--- src/rtl/nia_pkg.sv ---
package nia_pkg;
  localparam int NIA_SRC_DEF   = 32;
  localparam int NIA_GW_DEF    = 2;
  localparam int NIA_SW_DEF    = 2;
  localparam int NIA_DEPTH_DEF = 4;

  function automatic int nia_bits(input int n);
    return (n <= 1) ? 1 : $clog2(n);
  endfunction
endpackage

--- src/rtl/nia_pick.sv ---
module nia_pick
  import nia_pkg::*;
#(
  parameter int N   = NIA_SRC_DEF,
  parameter int GW  = NIA_GW_DEF,
  parameter int SW  = NIA_SW_DEF,
  localparam int IDW = nia_bits(N),
  localparam int KW  = GW + SW
) (
  input  logic [N-1:0]    elig,
  input  logic [N*GW-1:0] grp_flat,
  input  logic [N*SW-1:0] sub_flat,
  output logic            win_valid,
  output logic [IDW-1:0]  win_id,
  output logic [GW-1:0]   win_grp
);
  logic [KW-1:0] key [N];

  genvar g;
  generate
    for (g = 0; g < N; g++) begin : g_key
      assign key[g] = {grp_flat[g*GW +: GW], sub_flat[g*SW +: SW]};
    end
  endgenerate

  logic [KW-1:0] best;

  // Strict compare keeps the lowest index on a full tie.
  always_comb begin
    win_valid = 1'b0;
    win_id    = '0;
    best      = '1;
    for (int i = 0; i < N; i++) begin
      if (elig[i] && (!win_valid || key[i] < best)) begin
        win_valid = 1'b1;
        win_id    = IDW'(i);
        best      = key[i];
      end
    end
    win_grp = best[KW-1:SW];
  end
endmodule

--- src/rtl/nia_nest_stack.sv ---
module nia_nest_stack
  import nia_pkg::*;
#(
  parameter int DEPTH = NIA_DEPTH_DEF,
  parameter int W     = NIA_GW_DEF,
  localparam int PW   = nia_bits(DEPTH),
  localparam int CW   = $clog2(DEPTH + 1)
) (
  input  logic          clk,
  input  logic          rst,
  input  logic          push,
  input  logic [W-1:0]  push_val,
  input  logic          pop,
  output logic [W-1:0]  top,
  output logic [CW-1:0] cnt,
  output logic          empty,
  output logic          full
);
  logic [W-1:0]  mem [DEPTH];
  logic [PW-1:0] top_idx;

  assign empty   = (cnt == '0);
  assign full    = (cnt == CW'(DEPTH));
  assign top_idx = PW'(cnt - CW'(1));
  assign top     = empty ? '0 : mem[top_idx];

  always_ff @(posedge clk) begin
    if (push && !full) mem[PW'(cnt)] <= push_val;
  end

  always_ff @(posedge clk) begin
    if (rst) cnt <= '0;
    else if (push && !full) cnt <= cnt + CW'(1);
    else if (pop && !empty) cnt <= cnt - CW'(1);
  end

  AST_STK_BOUND: assert property (@(posedge clk) disable iff (rst)
    cnt <= CW'(DEPTH));
  AST_PUSH_GROWS: assert property (@(posedge clk) disable iff (rst)
    (push && !full) |=> cnt == $past(cnt) + CW'(1));
  AST_POP_SHRINKS: assert property (@(posedge clk) disable iff (rst)
    (pop && !push && !empty) |=> cnt == $past(cnt) - CW'(1));
endmodule

--- src/rtl/nest_irq_arbiter.sv ---
module nest_irq_arbiter
  import nia_pkg::*;
#(
  parameter int N     = NIA_SRC_DEF,
  parameter int GW    = NIA_GW_DEF,
  parameter int SW    = NIA_SW_DEF,
  parameter int DEPTH = NIA_DEPTH_DEF,
  localparam int IDW  = nia_bits(N),
  localparam int CW   = $clog2(DEPTH + 1)
) (
  input  logic            clk,
  input  logic            rst,
  input  logic [N-1:0]    irq_req,
  input  logic [N-1:0]    src_en,
  input  logic [N*GW-1:0] grp_pri,
  input  logic [N*SW-1:0] sub_pri,
  input  logic            glob_dis,
  input  logic [GW-1:0]   mask_thr,
  input  logic            hnd_exit,
  output logic            take,
  output logic [IDW-1:0]  take_id,
  output logic [GW-1:0]   take_grp,
  output logic [N-1:0]    pend,
  output logic            act_valid,
  output logic [GW-1:0]   act_grp,
  output logic [CW-1:0]   nest_lvl
);
  logic [N-1:0]   pend_q, elig, clr;
  logic           win_valid, stk_empty, stk_full;
  logic [IDW-1:0] win_id;
  logic [GW-1:0]  win_grp, stk_top;
  logic           take_q;
  logic [IDW-1:0] take_id_q;
  logic [GW-1:0]  take_grp_q;

  // Per-source eligibility.
  genvar g;
  generate
    for (g = 0; g < N; g++) begin : g_elig
      logic [GW-1:0] grp_g;
      logic          thr_ok, pre_ok;
      assign grp_g  = grp_pri[g*GW +: GW];
      assign thr_ok = (mask_thr == '0) || (grp_g < mask_thr);
      assign pre_ok = stk_empty || (grp_g < stk_top);
      assign elig[g] = pend_q[g] & src_en[g] & ~glob_dis & thr_ok & pre_ok
                       & ~stk_full & ~hnd_exit;
    end
  endgenerate

  nia_pick #(.N(N), .GW(GW), .SW(SW)) u_pick (
    .elig      (elig),
    .grp_flat  (grp_pri),
    .sub_flat  (sub_pri),
    .win_valid (win_valid),
    .win_id    (win_id),
    .win_grp   (win_grp)
  );

  nia_nest_stack #(.DEPTH(DEPTH), .W(GW)) u_stack (
    .clk      (clk),
    .rst      (rst),
    .push     (win_valid),
    .push_val (win_grp),
    .pop      (hnd_exit),
    .top      (stk_top),
    .cnt      (nest_lvl),
    .empty    (stk_empty),
    .full     (stk_full)
  );

  always_comb begin
    clr = '0;
    if (win_valid) clr[win_id] = 1'b1;
  end

  always_ff @(posedge clk) begin
    if (rst) begin
      pend_q     <= '0;
      take_q     <= 1'b0;
      take_id_q  <= '0;
      take_grp_q <= '0;
    end else begin
      pend_q <= (pend_q & ~clr) | irq_req;
      take_q <= win_valid;
      if (win_valid) begin
        take_id_q  <= win_id;
        take_grp_q <= win_grp;
      end
    end
  end

  assign take      = take_q;
  assign take_id   = take_id_q;
  assign take_grp  = take_grp_q;
  assign pend      = pend_q;
  assign act_valid = ~stk_empty;
  assign act_grp   = stk_top;

  AST_TAKE_WAS_PENDING: assert property (@(posedge clk) disable iff (rst)
    take_q |-> (($past(pend_q) >> take_id_q) & N'(1)) != '0);
  AST_TAKE_NOT_DISABLED: assert property (@(posedge clk) disable iff (rst)
    take_q |-> !$past(glob_dis));
  AST_PREEMPT_STRICT: assert property (@(posedge clk) disable iff (rst)
    (take_q && $past(act_valid)) |-> take_grp_q < $past(act_grp));
  AST_THRESHOLD: assert property (@(posedge clk) disable iff (rst)
    (take_q && $past(mask_thr) != '0) |-> take_grp_q < $past(mask_thr));
  AST_NO_TAKE_ON_EXIT: assert property (@(posedge clk) disable iff (rst)
    take_q |-> !$past(hnd_exit));
  AST_TAKE_SETS_ACT: assert property (@(posedge clk) disable iff (rst)
    take_q |-> (act_valid && act_grp == take_grp_q));
endmodule

--- config.mk ---
export PLATFORM = sky130hd
export DESIGN_NAME = nest_irq_arbiter
export DESIGN_NICKNAME = d
export VERILOG_FILES = /design/src/rtl/nia_pkg.sv /design/src/rtl/nia_pick.sv /design/src/rtl/nia_nest_stack.sv /design/src/rtl/nest_irq_arbiter.sv
export SDC_FILE = /design/constraint.sdc
export NUM_CORES = 1
export LEC_CHECK = 0
export CAP_MARGIN = 20
export CORE_ASPECT_RATIO = 0.8
export CORE_UTILIZATION = 55
export DETAILED_ROUTE_END_ITERATION = 8
export DONT_BUFFER_PORTS = 1
export PLACE_DENSITY = 0.77
export SKIP_LAST_GASP = 1
export SLEW_MARGIN = 30
export SYNTH_ARGS = -nofsm -noshare
export SYNTH_HDL_FRONTEND = slang
export SYNTH_SLANG_ARGS = --single-unit
--- constraint.sdc ---
create_clock -name clk -period 48.5 [get_ports clk]
set_clock_uncertainty 0.2 [all_clocks]
set_input_delay 7.275 -clock clk [delete_from_list [all_inputs] [get_ports clk]]
set_output_delay 7.275 -clock clk [all_outputs]
set_load 0.005 [all_outputs]
==> out/summary.log <==
[outcome] result of the run finished, violations left
[outcome] violations in the final reports setup timing
[clock_tree] clock sink total 51
[yosys] number of synthesized register bits 51
[worst_setup_path] minimum setup slack among reg-to-reg paths 4.13 ns
[floorplanning] I/O pin count 244
[global_route] largest net degree at the start of global routing 41
[finish] area used by sequential logic in the layout 1100 µm²
[floorplanning] floorplan die width 169 µm
[drt] Detail Route Antenna Nets 0
[worst_setup_path] most frequent CP cell ha_4
[drt] violation count after the first detailed-routing iteration 1526
[yosys] Post-synth EDFFs 8
[timing] final-report max-slew violation count 0
[worst_setup_path] Critical Path Start Type input port
[finish] most frequent cells in the layout buf_4, nor2_1, nand2_1
[worst_hold_path] WHS Endpoint pend[26]
[worst_hold_path] worst hold path cell count 2
[clock_tree] clock tree from TritonCTS done
[pwr] P per Cell Area 35.4 nW/µm²
[worst_setup_path] largest driver fanout on the critical path 5
[worst_setup_path] endpoint type of the worst setup path flip-flop
[yosys] net count after synthesis 2040
[floorplanning] die height 135 µm
[finish] area overhead of the layout relative to synthesis 31.9%
[clock_tree] hold_buf cts 0
[yosys] post-synthesis instance total 1737
[global_route] global-route wire length before repair 73200 µm
[yosys] Synthesis Warnings 0
[clock_tree] # H-tree levels 2
[worst_setup_path] Worst path slowest cell a2111oi_1
[worst_setup_path] maximum cell stage delay along the critical path 0.58 ns
[worst_setup_path] startpoint of the worst-slack reg-to-reg timing path u_stack.cnt[0]
[clock_tree] Skew-Pair Late Insertion Delay 0.30 ns
[placement] buffers added on ports 0
[global_route] total congestion overflow after global routing 0
[worst_setup_path] kind of critical path input port to flip-flop
[clock_tree] clock slew seen by the registers of the worst setup and hold paths 0.07 ns
[timing] setup repair after global routing missed its margin true
[drt] First-pass DRT Iterations 7
[timing] number of endpoints failing setup at the final stage 47
[drt] Residual DRC 0
[placement] DP Cell Count 2077
[yosys] ys async rst share 0
[worst_setup_path] required time of the worst setup path 48.51 ns
[drt] detailed-route wire length per cell 22.7 µm
[finish] non-filler instance count after layout 2219
[worst_hold_path] Hold Crit Class flip-flop to flip-flop
[finish] total of fill cells in the finished design 1631
[worst_setup_path] crit path DAT 48.86 ns
[global_route] overall routing resource usage 0.397
[yosys] summed instance area of the synthesized netlist 12200 µm²
[clock_tree] clk buf depth 2
[floorplanning] total die area 22800 µm²
[worst_hold_path] hold path startpoint pend[26]
[timing] actual transition at the worst max-transition pin 1.00 ns
[clock_tree] number of buffers created by CTS 5
[pwr] Final Power 571 µW
[placement] last weighted congestion value of the routability-driven placer 0.964
[timing] shortest period the worst path allows 48.86 ns
[placement] post-placement setup slack -2.09 ns
[finish] Multi-input gate area 12300 µm²
[placement] detailed placement HPWL 36000 µm
[timing] Tcrit/Tclk final 1.01
[worst_setup_path] terminus of the critical flop-to-flop path pend[27]
[timing] fmax 20.5 MHz
[drt] Final Routed Wirelength 50400 µm
[drt] via-per-instance ratio 6.94
[timing] crit path setup slack, layout -0.357 ns
[yosys] ys flop type dfxtp_1
[floorplanning] Core Rows 48
[global_route] number of global-route vias before repair 13647
[timing] number of hold violations in the final report 0
[job] Maximum Capacitance Violations 0
[finish] fraction of final layout cells sized beyond drive strength 1 0.308
[pwr] largest voltage drop on the vdd net 0.0398 mV
[worst_setup_path] cells on worst reg2reg path 241
[finish] Final nets 2219
[floorplanning] standard cell core area 21700 µm²
[drt] detailed-route via count 15402
[finish] commonest non-fill, non-tap cell in the layout buf_4
[pwr] Pleak 0.00658 µW
[timing] worst rel slew slack 0.326
[yosys] Netlist cell types 120
[clock_tree] clock tree root buffer cell clkbuf_16
[floorplanning] initial core utilization 0.563
[global_route] number of antenna violations at the first check in global routing 3
[yosys] share of synthesized area occupied by flip-flops and latches 0.0901
[yosys] syn_area_per_cell 7.03 µm²
-- layout make-up --
type | count | area share
clock inverters | 2 | 0.00256
flip-flops and latches | 51 | 0.0683
clock buffers | 6 | 0.00932
inverters | 113 | 0.0276
well taps | 300 | 0.0233
multi-input cells | 1526 | 0.765
diodes | 2 | 0.000311
repair buffers | 219 | 0.104
-- routing by layer --
| metal | vias up | global-route usage | wire (µm) |
|---|---|---|---|
| met2 | 946 | 0.606 | 21800 |
| met4 | 0 | 0.134 | 2350 |
| li1 | 6986 | - | - |
| met1 | 7292 | 0.543 | 20700 |
| met3 | 178 | 0.0999 | 5530 |
| met5 | - | 0 | 0 |
-- where the power goes --
part	total (µW)	internal [µW]	switching (µW)
logic	460	189	272
clock network	45.5	27.9	17.7
registers	65.1	53.3	11.8
total	571	270	301
-- stage by stage --
| stage | cell area (µm²) | setup TNS [ns] | hold WS, ns | utilization |
|---|---|---|---|---|
| 2_1_floorplan | 13200 | -6.82 | 0.274 | - |
| 3_3_place_gp | 14000 | -51.43 | 0.316 | 0.646 |
| 3_5_place_dp | 14000 | -82.68 | 0.320 | 0.647 |
| 4_1_cts | 14600 | 0 | 0.333 | 0.675 |
| 5_1_grt | 16100 | -87.05 | 0.357 | 0.743 |
| 6_report | 16100 | -11.59 | 0.333 | 0.743 |
-- state kept, by name, summed over array words and instances, names as in the netlist --
register     cells
pend            32
u_stack.mem      8
take_id          5
u_stack.cnt      3
take_grp         2
take             1
-- synth_stat cells (30+ instances only) --
master | number | area [µm²]
a21oi_1 | 127 | 636
a311oi_1 | 30 | 263
a31oi_1 | 34 | 213
and2_1 | 34 | 213
dfxtp_1 | 43 | 861
ha_1 | 105 | 1310
inv_1 | 112 | 420
mux2i_1 | 44 | 440
nand2_1 | 168 | 631
nand2b_1 | 50 | 313
nand3_1 | 48 | 240
nor2_1 | 197 | 739
nor3_1 | 41 | 205
o211ai_1 | 34 | 255
o21ai_0 | 84 | 420
-- what timing repair did --
item / in CTS / in global routing
resized for setup: 24 / 170
setup buffers: 41 / 91
endpoints found under the setup margin: 47 / 47
pin swaps: 25 / 156
gates cloned: 1 / 0
-- critical path: cells and delay by family --
| family | cells | cell delay, ns |
|---|---|---|
| buf+inv | 25 | 1.86 |
| simple gates | 76 | 11.51 |
| compound gates | 86 | 15.89 |
| fa+ha+maj | 30 | 6.95 |
| mux | 19 | 5.38 |
-- kinds of logic (layout without fill, tap and decap cells) --
logic type / after synthesis / in the layout / synth area share
XOR/XNOR: 19 / 19 / 0.0136
AND/OR/NAND/NOR: 687 / 687 / 0.277
adder cells (fa/ha/maj): 121 / 121 / 0.121
buffers and inverters: 161 / 340 / 0.0527
multiplexers: 76 / 76 / 0.0685
AO/OA/AOI/OAI: 622 / 623 / 0.377
flip-flops: 51 / 51 / 0.0901
other: 0 / 2 / 0
-- worst max-delay path by stage --
stage | slack, ns | start | end
after floorplan | -0.33 | mask_thr[1] | u_stack.mem[0][0]
after global placement | -1.46 | mask_thr[1] | pend[27]
after detailed placement | -2.09 | mask_thr[1] | pend[26]
after CTS | 0.09 | mask_thr[1] | take_grp[1]
after global routing | -1.95 | mask_thr[1] | pend[27]
final | -0.36 | mask_thr[1] | pend[27]
Power figures use the tool's default switching activity.
